<file path="config.mk">
export PLATFORM = sky130hd
export DESIGN_NAME = uart_idle_timeout
export DESIGN_NICKNAME = d
export VERILOG_FILES = /design/src/rtl/uart_idle_pkg.sv /design/src/rtl/idle_run_cnt.sv /design/src/rtl/idle_tmo_cnt.sv /design/src/rtl/uart_idle_timeout.sv
export SDC_FILE = /design/constraint.sdc
export NUM_CORES = 1
export LEC_CHECK = 0
export CAP_MARGIN = 10
export CELL_PAD_IN_SITES_DETAIL_PLACEMENT = 1
export CELL_PAD_IN_SITES_GLOBAL_PLACEMENT = 1
export CORE_MARGIN = 1.5
export CORE_UTILIZATION = 35
export CTS_CLUSTER_SIZE = 24
export DETAILED_ROUTE_END_ITERATION = 16
export PLACE_DENSITY = 0.75
export SYNTH_ARGS = -nofsm -noshare
export SYNTH_HDL_FRONTEND = slang
export SYNTH_HIERARCHICAL = 1
export SYNTH_SLANG_ARGS = --single-unit
export TNS_END_PERCENT = 10
</file>
<file path="constraint.sdc">
create_clock -name clk -period 3.01 [get_ports clk]
set_input_delay 0.903 -clock clk [delete_from_list [all_inputs] [get_ports clk]]
set_output_delay 0.903 -clock clk [all_outputs]
set_load 0.02 [all_outputs]
</file>
<file path="src/rtl/uart_idle_pkg.sv">
package uart_idle_pkg;
  localparam int unsigned LEN_W = 4;

  typedef struct packed {
    logic data8;
    logic addr_en;
    logic par_en;
    logic stop2;
  } frame_fmt_t;

  // Bits per character: start + data + optional address + optional parity + stop
  function automatic logic [LEN_W-1:0] char_bits(input frame_fmt_t f);
    logic [LEN_W-1:0] n;
    n = LEN_W'(1);
    n = n + (f.data8 ? LEN_W'(8) : LEN_W'(7));
    n = n + LEN_W'(f.addr_en);
    n = n + LEN_W'(f.par_en);
    n = n + (f.stop2 ? LEN_W'(2) : LEN_W'(1));
    return n;
  endfunction
endpackage

</file>
<file path="src/rtl/idle_run_cnt.sv">
module idle_run_cnt #(
  parameter int unsigned LEN_W = 4
) (
  input  logic             clk,
  input  logic             rst_n,
  input  logic             bit_stb,
  input  logic             rx_line,
  input  logic             restart,
  input  logic [LEN_W-1:0] len,
  output logic             idle_char
);
  logic [LEN_W-1:0] run_q, run_d;
  logic [LEN_W-1:0] run_inc;

  assign run_inc = run_q + LEN_W'(1);

  always_comb begin
    run_d     = run_q;
    idle_char = 1'b0;
    if (restart) begin
      run_d = '0;
    end else if (bit_stb) begin
      if (!rx_line) begin
        run_d = '0;
      end else if (run_inc >= len) begin
        run_d     = '0;
        idle_char = 1'b1;
      end else begin
        run_d = run_inc;
      end
    end
  end

  always_ff @(posedge clk or negedge rst_n) begin
    if (!rst_n) run_q <= '0;
    else        run_q <= run_d;
  end

  assert_zero_restart_R3: assert property (@(posedge clk) disable iff (!rst_n)
    (bit_stb && !rx_line && !restart) |=> (run_q == '0));
  assert_restart_clears_R10: assert property (@(posedge clk) disable iff (!rst_n)
    restart |=> (run_q == '0));
  assert_hold_no_stb_R9: assert property (@(posedge clk) disable iff (!rst_n)
    (!bit_stb && !restart) |=> $stable(run_q));
  assert_run_cap_R2: assert property (@(posedge clk) disable iff (!rst_n)
    idle_char |=> (run_q == '0));
endmodule

</file>
<file path="src/rtl/idle_tmo_cnt.sv">
module idle_tmo_cnt #(
  parameter int unsigned CNT_W = 16
) (
  input  logic             clk,
  input  logic             rst_n,
  input  logic             load,
  input  logic [CNT_W-1:0] load_val,
  input  logic             idle_char,
  output logic             fire
);
  localparam logic [CNT_W-1:0] ONE = CNT_W'(1);

  logic [CNT_W-1:0] cnt_q, cnt_d;
  logic             armed_q, armed_d;
  logic             cnt_en;

  assign cnt_en = idle_char && armed_q && !load;
  assign fire   = cnt_en && (cnt_q == ONE);

  always_comb begin
    cnt_d   = cnt_q;
    armed_d = armed_q;
    if (load) begin
      cnt_d   = load_val;
      armed_d = 1'b1;
    end else if (cnt_en) begin
      cnt_d = cnt_q - ONE;
      if (cnt_q == ONE) armed_d = 1'b0;
    end
  end

  always_ff @(posedge clk or negedge rst_n) begin
    if (!rst_n) begin
      cnt_q   <= '0;
      armed_q <= 1'b0;
    end else begin
      cnt_q   <= cnt_d;
      armed_q <= armed_d;
    end
  end

  assert_reload_R4: assert property (@(posedge clk) disable iff (!rst_n)
    load |=> (armed_q && cnt_q == $past(load_val)));
  assert_disarm_after_fire_R7: assert property (@(posedge clk) disable iff (!rst_n)
    fire |=> !armed_q);
  assert_stay_disarmed_R1: assert property (@(posedge clk) disable iff (!rst_n)
    (!armed_q && !load) |=> !armed_q);
  assert_hold_no_idle_R9: assert property (@(posedge clk) disable iff (!rst_n)
    (!idle_char && !load) |=> $stable(cnt_q));
endmodule

</file>
<file path="src/rtl/uart_idle_timeout.sv">
module uart_idle_timeout
  import uart_idle_pkg::*;
#(
  parameter int unsigned CNT_W = 16
) (
  input  logic             clk,
  input  logic             rst_n,
  input  logic             bit_stb,
  input  logic             rx_line,
  input  logic             char_done,
  input  logic             data8,
  input  logic             addr_en,
  input  logic             par_en,
  input  logic             stop2,
  input  logic [CNT_W-1:0] tmo_val,
  input  logic             irq_en,
  output logic             close_o,
  output logic             irq_o
);
  frame_fmt_t       fmt;
  logic [LEN_W-1:0] len;
  logic             idle_char;
  logic             fire;
  logic             close_q, close_d;
  logic             irq_q, irq_d;

  assign fmt = '{data8: data8, addr_en: addr_en, par_en: par_en, stop2: stop2};
  assign len = char_bits(fmt);

  idle_run_cnt #(.LEN_W(LEN_W)) u_run (
    .clk       (clk),
    .rst_n     (rst_n),
    .bit_stb   (bit_stb),
    .rx_line   (rx_line),
    .restart   (char_done),
    .len       (len),
    .idle_char (idle_char)
  );

  idle_tmo_cnt #(.CNT_W(CNT_W)) u_tmo (
    .clk       (clk),
    .rst_n     (rst_n),
    .load      (char_done),
    .load_val  (tmo_val),
    .idle_char (idle_char),
    .fire      (fire)
  );

  always_comb begin
    close_d = fire;
    irq_d   = fire && irq_en;
  end

  always_ff @(posedge clk or negedge rst_n) begin
    if (!rst_n) begin
      close_q <= 1'b0;
      irq_q   <= 1'b0;
    end else begin
      close_q <= close_d;
      irq_q   <= irq_d;
    end
  end

  assign close_o = close_q;
  assign irq_o   = irq_q;

  assert_irq_with_close_R8: assert property (@(posedge clk) disable iff (!rst_n)
    irq_o |-> close_o);
  assert_single_pulse_R5: assert property (@(posedge clk) disable iff (!rst_n)
    close_o |=> !close_o);
  assert_close_follows_fire_R5: assert property (@(posedge clk) disable iff (!rst_n)
    fire |=> close_o);
endmodule

</file>
==> impl_metrics.xml, run 1 <==
<?xml version="1.0" encoding="UTF-8"?>
<metrics>
  <group name="route">
    <metric name="via_per_inst" unit="">5.34</metric>
    <metric name="vias" unit="">1404</metric>
    <metric name="dr.first_iter.drc_count" unit="">99</metric>
    <metric name="postRouteWirelength" unit="um">4650</metric>
    <metric name="ant_nets" unit="">0</metric>
    <metric name="detail_route.drc_violations" unit="">0</metric>
    <metric name="drtPass1Iterations" unit="">4</metric>
    <metric name="drt_wl_cell" unit="um">17.7</metric>
  </group>
  <group name="job">
    <metric name="timing.max_cap.violations" unit="">0</metric>
  </group>
  <group name="synthesis">
    <metric name="synth_ff_type" unit="">sky130_fd_sc_hd__dfrtp_1</metric>
    <metric name="avgSynthCellArea" unit="um2">9.10</metric>
    <metric name="synth_enable_flop_cells" unit="">0</metric>
    <metric name="synth_common_cells" unit="">sky130_fd_sc_hd__dfrtp_1 (23), sky130_fd_sc_hd__nand2_1 (23), sky130_fd_sc_hd__inv_1 (15)</metric>
    <metric name="syn_area" unit="um2">1520</metric>
    <metric name="yosysSeqAreaShare" unit="%">37.9</metric>
    <metric name="ys_seq_elements" unit="">23</metric>
    <metric name="synth.top_cells.by_area" unit="">sky130_fd_sc_hd__dfrtp_1 (38%), sky130_fd_sc_hd__ha_1 (9.1%), sky130_fd_sc_hd__nand2_1 (5.7%), sky130_fd_sc_hd__xnor2_1 (4.0%), sky130_fd_sc_hd__o21ai_0 (4.0%)</metric>
    <metric name="synthesis.yosys.warnings" unit="">6</metric>
    <metric name="syn-num-nets" unit="">206</metric>
    <metric name="synth_largest_type_area_fraction" unit="%">37.9</metric>
    <metric name="synthCells" unit="">167</metric>
    <metric name="fraction_of_synthesis_flops_using_an_asynchronous_set_or_reset_pin" unit="%">100</metric>
    <metric name="synth_area_leader_cell" unit="">sky130_fd_sc_hd__dfrtp_1</metric>
    <metric name="synth_cell_types" unit="">43</metric>
  </group>
  <group name="die">
    <metric name="fp.dieArea" unit="um2">4750</metric>
    <metric name="die_h" unit="um">68.9</metric>
    <metric name="fp.coreArea" unit="um2">4090</metric>
    <metric name="std_cell_rows" unit="">23</metric>
    <metric name="num_io_pins" unit="">28</metric>
    <metric name="initial_util" unit="%">37.2</metric>
    <metric name="floorplan.die.width" unit="um">68.9</metric>
  </group>
  <group name="timing">
    <metric name="post-route-period-util" unit="%">120</metric>
    <metric name="timing_worst_slew_pin_value" unit="ns">0.625</metric>
    <metric name="post-route-worst-setup-slack" unit="ns">-0.601</metric>
    <metric name="finalClockSkew" unit="ns">0.00170</metric>
    <metric name="relSlewSlack" unit="%">58.0</metric>
    <metric name="final-setup-viol-count" unit="">23</metric>
    <metric name="final_hold_viol_count" unit="">0</metric>
    <metric name="post_layout_minimum_cycle_time" unit="ns">3.61</metric>
    <metric name="unrepaired_setup_endpoints_after_global_routing" unit="">true</metric>
    <metric name="maxClockFrequency" unit="MHz">277</metric>
    <metric name="whs" unit="ns">0.538</metric>
    <metric name="final_max_slew_viol_count" unit="">0</metric>
  </group>
  <group name="placement">
    <metric name="number_of_i_o_port_buffers" unit="">27</metric>
    <metric name="finalWeightedCongestion" unit="">0.853</metric>
    <metric name="placed_cells_incl_taps" unit="">253</metric>
    <metric name="dp.final_hpwl" unit="um">3120</metric>
  </group>
  <group name="status">
    <metric name="outcome" unit="">finished, violations left</metric>
    <metric name="violated_checks" unit="">negative setup slack</metric>
  </group>
  <group name="clock_tree">
    <metric name="clock_edge_transition_at_the_registers_on_the_reported_setup_and_hold_paths" unit="ns">0.09</metric>
    <metric name="clk-insertion-delay-late" unit="ns">0.27</metric>
    <metric name="clock_path_buffers" unit="">2</metric>
    <metric name="cts.sinks" unit="">23</metric>
    <metric name="tritoncts_clock_tree" unit="">built</metric>
    <metric name="cts_buffers" unit="">3</metric>
    <metric name="root_buffer" unit="">sky130_fd_sc_hd__clkbuf_8</metric>
    <metric name="htree_num_levels" unit="">1</metric>
  </group>
  <group name="layout">
    <metric name="stdcell_count" unit="">263</metric>
    <metric name="ratio_of_cells_with_drive_above_1_in_the_final_layout" unit="%">30.0</metric>
    <metric name="layout.core_utilization" unit="%">54.6</metric>
    <metric name="final-seq-area" unit="um2">576</metric>
    <metric name="synthToLayoutAreaGrowth" unit="%">46.7</metric>
    <metric name="antenna_cells_inserted" unit="">0</metric>
    <metric name="fillerInstances" unit="">471</metric>
    <metric name="multiInputGateArea" unit="um2">1070</metric>
    <metric name="layout.nets" unit="">253</metric>
  </group>
  <group name="hold_path">
    <metric name="worst_hold_path_type" unit="">reg2reg</metric>
    <metric name="worstHoldStart" unit="">u_run/run_q[3]</metric>
  </group>
  <group name="global_routing">
    <metric name="number_of_global_route_vias_before_repair" unit="">1501</metric>
    <metric name="grt_max_degree" unit="">32</metric>
    <metric name="initial_antenna_violation_count" unit="">0</metric>
    <metric name="grtUsageTotal" unit="%">20.6</metric>
    <metric name="global_route_wire_length_before_repair" unit="um">7200</metric>
    <metric name="overflow_left_after_global_routing" unit="">0</metric>
  </group>
  <group name="worst_setup_path">
    <metric name="cp-end-kind" unit="">flip-flop</metric>
    <metric name="cp-start-kind" unit="">primary input</metric>
    <metric name="timing.rr.start" unit="">u_run/run_q[0]</metric>
    <metric name="crit_type" unit="">in2reg</metric>
    <metric name="worst-path-max-fanout" unit="">5</metric>
    <metric name="critPathRequiredTime" unit="ns">3.17</metric>
    <metric name="arrival" unit="ns">3.77</metric>
    <metric name="start_point_of_the_critical_path" unit="">addr_en</metric>
  </group>
  <group name="pwr">
    <metric name="max-vdd-ir-drop" unit="mV">0.153</metric>
    <metric name="cellPowerDensity" unit="nW/um2">356</metric>
    <metric name="leakagePower" unit="uW">0.000898</metric>
  </group>
</metrics>
[power breakdown]
group	internal, uW	switching (uW)
registers	330	33.5
clock network	92.7	108
logic	119	110
[cells by family (layout without fill, tap and decap cells)]
group                      after synthesis  after routing  synth area share, %
adders and majority gates               13             13                 11.7
muxes                                    1              1                0.658
AOI/OAI and AO/OA                       29             29                 12.5
and+or+nand+nor                         69             69                 25.0
xor gates and xnor gates                13             13                 7.49
DFF                                     23             23                 37.9
buffers and inverters                   19             65                 4.77
[worst paths after layout]
kind	slack [ns]	endpoint	depth (start not counted)
setup / recovery	-0.60	u_tmo/cnt_q[15]	15
hold / removal	0.54	u_run/run_q[3]	2
setup reg to reg	0.12	u_tmo/cnt_q[15]	10
hold reg to reg	0.54	u_run/run_q[3]	2
max in group asynchronous	1.79	u_tmo/cnt_q[4]	2
min in group asynchronous	0.99	irq_o	2
[metal layers]
layer | vias to the layer above | global-route usage (%) | wire [um] | part of all wire, %
met2 | 22 | 37.3 | 2420 | 52
met3 | 8 | 1.62 | 101 | 2.2
met1 | 703 | 25.9 | 2040 | 44
met4 | 0 | 6.37 | 87 | 1.9
met5 | - | 0 | 0 | 0
li1 | 671 | - | - | -
[sequential cells by signal (all words and copies together) (netlist names)]
signal         flops
u_tmo/cnt_q       16
u_run/run_q        4
close_o            1
irq_o              1
u_tmo/armed_q      1
[timing repair]
| action | in CTS | in global routing |
|---|---|---|
| pin swaps | 21 | 5 |
| hold buffers | 0 | 0 |
| gates resized for setup | 43 | 10 |
| endpoints found under the hold margin | 0 | 0 |
| endpoints found under the setup margin | 23 | 23 |
| buffers inserted | 4 | 3 |
[critical path: stages]
cell,delay [ns]
sky130_fd_sc_hd__buf_6,0.10
sky130_fd_sc_hd__inv_4,0.05
sky130_fd_sc_hd__ha_4,0.19
sky130_fd_sc_hd__fa_2,0.36
sky130_fd_sc_hd__inv_2,0.08
sky130_fd_sc_hd__fa_2,0.42
sky130_fd_sc_hd__inv_2,0.07
sky130_fd_sc_hd__ha_4,0.13
sky130_fd_sc_hd__or3b_4,0.13
sky130_fd_sc_hd__o2111ai_4,0.13
sky130_fd_sc_hd__a21boi_2,0.19
sky130_fd_sc_hd__buf_4,0.14
sky130_fd_sc_hd__nand4bb_4,0.19
sky130_fd_sc_hd__o41a_1,0.43
sky130_fd_sc_hd__o31a_1,0.25
[through the flow]
stage               TNS, ns  worst slack (ns)  area [um2]  total power (uW)
detailed placement   -24.62             -1.39        1960               543
global placement     -21.11             -1.23        1960               526
CTS                   -7.63            -0.561        2150               782
finish                -8.63            -0.601        2230               793
floorplan             -7.31            -0.643        1550               456
global route         -11.41            -0.718        2230               836
[layout make-up]
| type | count | area share [%] |
|---|---|---|
| multi-input cells | 125 | 48.2 |
| flip-flops and latches | 23 | 25.8 |
| well taps | 50 | 2.80 |
| clock buffers | 3 | 1.85 |
| inverters | 15 | 2.64 |
| clock inverters | 1 | 0.224 |
| repair buffers | 46 | 18.5 |
[cell usage in the layout, fill, tap and decap left out, drive strengths merged]
master,netlist,final
clkbuf,3,3
mux2i,1,1
nand4b,2,2
inv,15,15
nand3,5,5
ha,11,11
nand4,2,2
nor2,10,10
nand2b,1,1
a21boi,1,1
dfrtp,23,23
nand2,23,23
or4,5,5
and2,1,1
o21ai,15,15
a21oi,3,3
dlygate4sd2,0,1
or2,2,2
nor3,4,4
xor2,6,6
nand4bb,1,1
a31oi,3,3
and4bb,1,1
or3b,1,1
buf,1,22
o31a,1,1
or3,3,3
nor2b,3,3
o41a,1,1
fa,2,2
clkinv,0,1
o31ai,3,3
xnor2,7,7
clkdlybuf4s50,0,23
o2111ai,2,2
nor3b,1,1
nor4,4,4
(Power assumes the default switching activity.)
==> inputs of run 2 (changes only) <==
--- a/config.mk
+++ b/config.mk
@@ -13,6 +13,7 @@
 export CTS_CLUSTER_SIZE = 24
 export DETAILED_ROUTE_END_ITERATION = 16
 export PLACE_DENSITY = 0.75
+export SKIP_LAST_GASP = 1
 export SYNTH_ARGS = -nofsm -noshare
 export SYNTH_HDL_FRONTEND = slang
 export SYNTH_HIERARCHICAL = 1
==> impl_metrics.xml, run 2 (synthesized netlist as in run 1, its figures left out) <==
<?xml version="1.0" encoding="UTF-8"?>
<metrics>
  <group name="worst_setup_path">
    <metric name="timing.rr.start" unit="">u_run/run_q[0]</metric>
    <metric name="crit_type" unit="">in2reg</metric>
    <metric name="cp-start-kind" unit="">primary input</metric>
    <metric name="worstRegToRegCells" unit="">10</metric>
    <metric name="cp-end-kind" unit="">flip-flop</metric>
    <metric name="r2r_end" unit="">u_tmo/cnt_q[15]</metric>
    <metric name="r2r_slack" unit="ns">0.13</metric>
    <metric name="start_point_of_the_critical_path" unit="">data8</metric>
    <metric name="arrival" unit="ns">3.79</metric>
    <metric name="worst-path-max-fanout" unit="">5</metric>
    <metric name="critPathRequiredTime" unit="ns">3.17</metric>
  </group>
  <group name="layout">
    <metric name="ratio_of_cells_with_drive_above_1_in_the_final_layout" unit="%">26.7</metric>
    <metric name="register_containing_the_most_flip_flops_in_the_final_layout" unit="">u_tmo/cnt_q</metric>
    <metric name="stdcell_count" unit="">260</metric>
    <metric name="synthToLayoutAreaGrowth" unit="%">41.5</metric>
    <metric name="postLayoutCellArea" unit="um2">2150</metric>
    <metric name="antenna_cells_inserted" unit="">0</metric>
    <metric name="layout_top_registers" unit="">u_tmo/cnt_q (16), u_run/run_q (4)</metric>
    <metric name="largest_reg_flops" unit="">16</metric>
    <metric name="fillerInstances" unit="">480</metric>
    <metric name="mostFrequentLayoutCells" unit="">sky130_fd_sc_hd__dfrtp_1 (23), sky130_fd_sc_hd__clkdlybuf4s50_1 (23), sky130_fd_sc_hd__nand2_1 (22)</metric>
    <metric name="layout.nets" unit="">250</metric>
    <metric name="layout.core_utilization" unit="%">52.6</metric>
  </group>
  <group name="route">
    <metric name="ant_nets" unit="">0</metric>
    <metric name="vias" unit="">1394</metric>
    <metric name="detail_route.drc_violations" unit="">0</metric>
    <metric name="drt_wl_cell" unit="um">17.5</metric>
    <metric name="met3_length" unit="um">159</metric>
    <metric name="dr.first_iter.drc_count" unit="">74</metric>
    <metric name="drtPass1Iterations" unit="">5</metric>
    <metric name="postRouteWirelength" unit="um">4540</metric>
    <metric name="via_per_inst" unit="">5.36</metric>
    <metric name="wirelength_met1" unit="um">1950</metric>
    <metric name="route.top_layer_used" unit="">met4</metric>
    <metric name="met2RoutedLength" unit="um">2350</metric>
  </group>
  <group name="timing">
    <metric name="relSlewSlack" unit="%">67.2</metric>
    <metric name="unrepaired_setup_endpoints_after_global_routing" unit="">true</metric>
    <metric name="finalClockSkew" unit="ns">0.00318</metric>
    <metric name="whs" unit="ns">0.536</metric>
    <metric name="final_hold_viol_count" unit="">0</metric>
    <metric name="maxClockFrequency" unit="MHz">276</metric>
    <metric name="timing_worst_slew_pin_value" unit="ns">0.489</metric>
    <metric name="post-route-period-util" unit="%">120</metric>
    <metric name="post-route-worst-setup-slack" unit="ns">-0.614</metric>
    <metric name="final-setup-viol-count" unit="">21</metric>
    <metric name="post_layout_minimum_cycle_time" unit="ns">3.62</metric>
    <metric name="final_max_slew_viol_count" unit="">0</metric>
  </group>
  <group name="pwr">
    <metric name="leakagePower" unit="uW">0.000871</metric>
    <metric name="cellPowerDensity" unit="nW/um2">365</metric>
    <metric name="max-vdd-ir-drop" unit="mV">0.153</metric>
  </group>
  <group name="global_routing">
    <metric name="initial_antenna_violation_count" unit="">0</metric>
    <metric name="grtUsageTotal" unit="%">21.0</metric>
    <metric name="global_route_wire_length_before_repair" unit="um">7380</metric>
    <metric name="overflow_left_after_global_routing" unit="">0</metric>
    <metric name="number_of_global_route_vias_before_repair" unit="">1520</metric>
    <metric name="grt_max_degree" unit="">32</metric>
  </group>
  <group name="status">
    <metric name="violated_checks" unit="">negative setup slack</metric>
    <metric name="outcome" unit="">finished, violations left</metric>
  </group>
  <group name="clock_tree">
    <metric name="cts.hold.buffers_added" unit="">0</metric>
    <metric name="clock_edge_transition_at_the_registers_on_the_reported_setup_and_hold_paths" unit="ns">0.09</metric>
    <metric name="htree_num_levels" unit="">1</metric>
    <metric name="tritoncts_clock_tree" unit="">built</metric>
    <metric name="clock_path_buffers" unit="">2</metric>
    <metric name="root_buffer" unit="">sky130_fd_sc_hd__clkbuf_8</metric>
    <metric name="clk-insertion-delay-late" unit="ns">0.27</metric>
    <metric name="cts.sinks" unit="">23</metric>
    <metric name="cts_buffers" unit="">3</metric>
  </group>
  <group name="die">
    <metric name="fp.coreArea" unit="um2">4090</metric>
    <metric name="floorplan.die.width" unit="um">68.9</metric>
    <metric name="initial_util" unit="%">37.2</metric>
    <metric name="num_io_pins" unit="">28</metric>
    <metric name="fp.dieArea" unit="um2">4750</metric>
    <metric name="std_cell_rows" unit="">23</metric>
    <metric name="die_h" unit="um">68.9</metric>
  </group>
  <group name="hold_path">
    <metric name="worst_hold_path_type" unit="">reg2reg</metric>
    <metric name="worstHoldStart" unit="">u_run/run_q[3]</metric>
    <metric name="whs_path_depth" unit="">2</metric>
    <metric name="worstHoldEndpoint" unit="">u_run/run_q[3]</metric>
  </group>
  <group name="placement">
    <metric name="finalWeightedCongestion" unit="">0.853</metric>
    <metric name="pre_cts_ws" unit="ns">-1.39</metric>
    <metric name="placed_cells_incl_taps" unit="">253</metric>
    <metric name="dp.final_hpwl" unit="um">3120</metric>
    <metric name="postPlaceCellArea" unit="um2">1960</metric>
    <metric name="number_of_i_o_port_buffers" unit="">27</metric>
  </group>
  <group name="job">
    <metric name="timing.max_cap.violations" unit="">0</metric>
  </group>
</metrics>
## run 2: cell count changes in the layout (fill, tap and decap cells not counted), moves of 2 or more
cell / delta
sky130_fd_sc_hd__o21ai_0: +7
sky130_fd_sc_hd__o21ai_1: -7
sky130_fd_sc_hd__buf_4: -2
sky130_fd_sc_hd__buf_6: -2
sky130_fd_sc_hd__o31ai_1: +2
## run 2: worst max-delay path by stage
| stage | to |
|---|---|
| after floorplan | u_tmo/cnt_q[12] |
| after global placement | u_tmo/cnt_q[15] |
| after detailed placement | u_tmo/cnt_q[9] |
| after CTS | u_tmo/cnt_q[15] |
| after global routing | u_tmo/cnt_q[14] |
| final | u_tmo/cnt_q[15] |
## run 2: timing repair
item,4_1_cts,5_1_grt
pin swaps,15,1
endpoints found under the setup margin,23,23
buffers inserted,4,0
gates resized for setup,31,3
## run 2: worst max-delay path: stages
cell	delay, ns
sky130_fd_sc_hd__buf_2	0.12
sky130_fd_sc_hd__ha_4	0.26
sky130_fd_sc_hd__fa_2	0.21
sky130_fd_sc_hd__inv_2	0.05
sky130_fd_sc_hd__fa_2	0.38
sky130_fd_sc_hd__xor2_1	0.16
sky130_fd_sc_hd__inv_1	0.10
sky130_fd_sc_hd__ha_4	0.29
sky130_fd_sc_hd__o2111ai_4	0.10
sky130_fd_sc_hd__a21boi_2	0.18
sky130_fd_sc_hd__buf_4	0.14
sky130_fd_sc_hd__nand4bb_4	0.18
sky130_fd_sc_hd__o41a_1	0.46
sky130_fd_sc_hd__o31a_1	0.25
## run 2: final cells by class
cell class / instances / area [um2] / area share, %
clock buffer: 3 / 41.3 / 1.92
clock inverter: 1 / 5.00 / 0.233
inverter: 15 / 58.8 / 2.73
multi-input combinational: 125 / 1030 / 47.8
sequential: 23 / 576 / 26.8
tap: 50 / 62.6 / 2.91
timing repair buffer: 43 / 380 / 17.7
## run 2: routing by layer
layer / vias up / track usage (%)
met2: 34 / 38.5
met1: 683 / 25.8
li1: 669 / -
met4: 0 / 7.35
met5: - / 0
met3: 8 / 1.62
## run 2: stage by stage
| stage | TNS (ns) | total power [uW] |
|---|---|---|
| finish | -8.76 | 785 |
| global route | -11.76 | 822 |
| CTS | -8.39 | 778 |
| detailed placement | -24.62 | 543 |
| global placement | -21.11 | 526 |
| floorplan | -7.31 | 456 |
## run 2: report_power, final
part	internal, uW	switching [uW]	leakage, uW
combinational	114	105	0.000564
clock	92.8	113	0.0000255
sequential	330	30.6	0.000281
total	537	248	0.000871
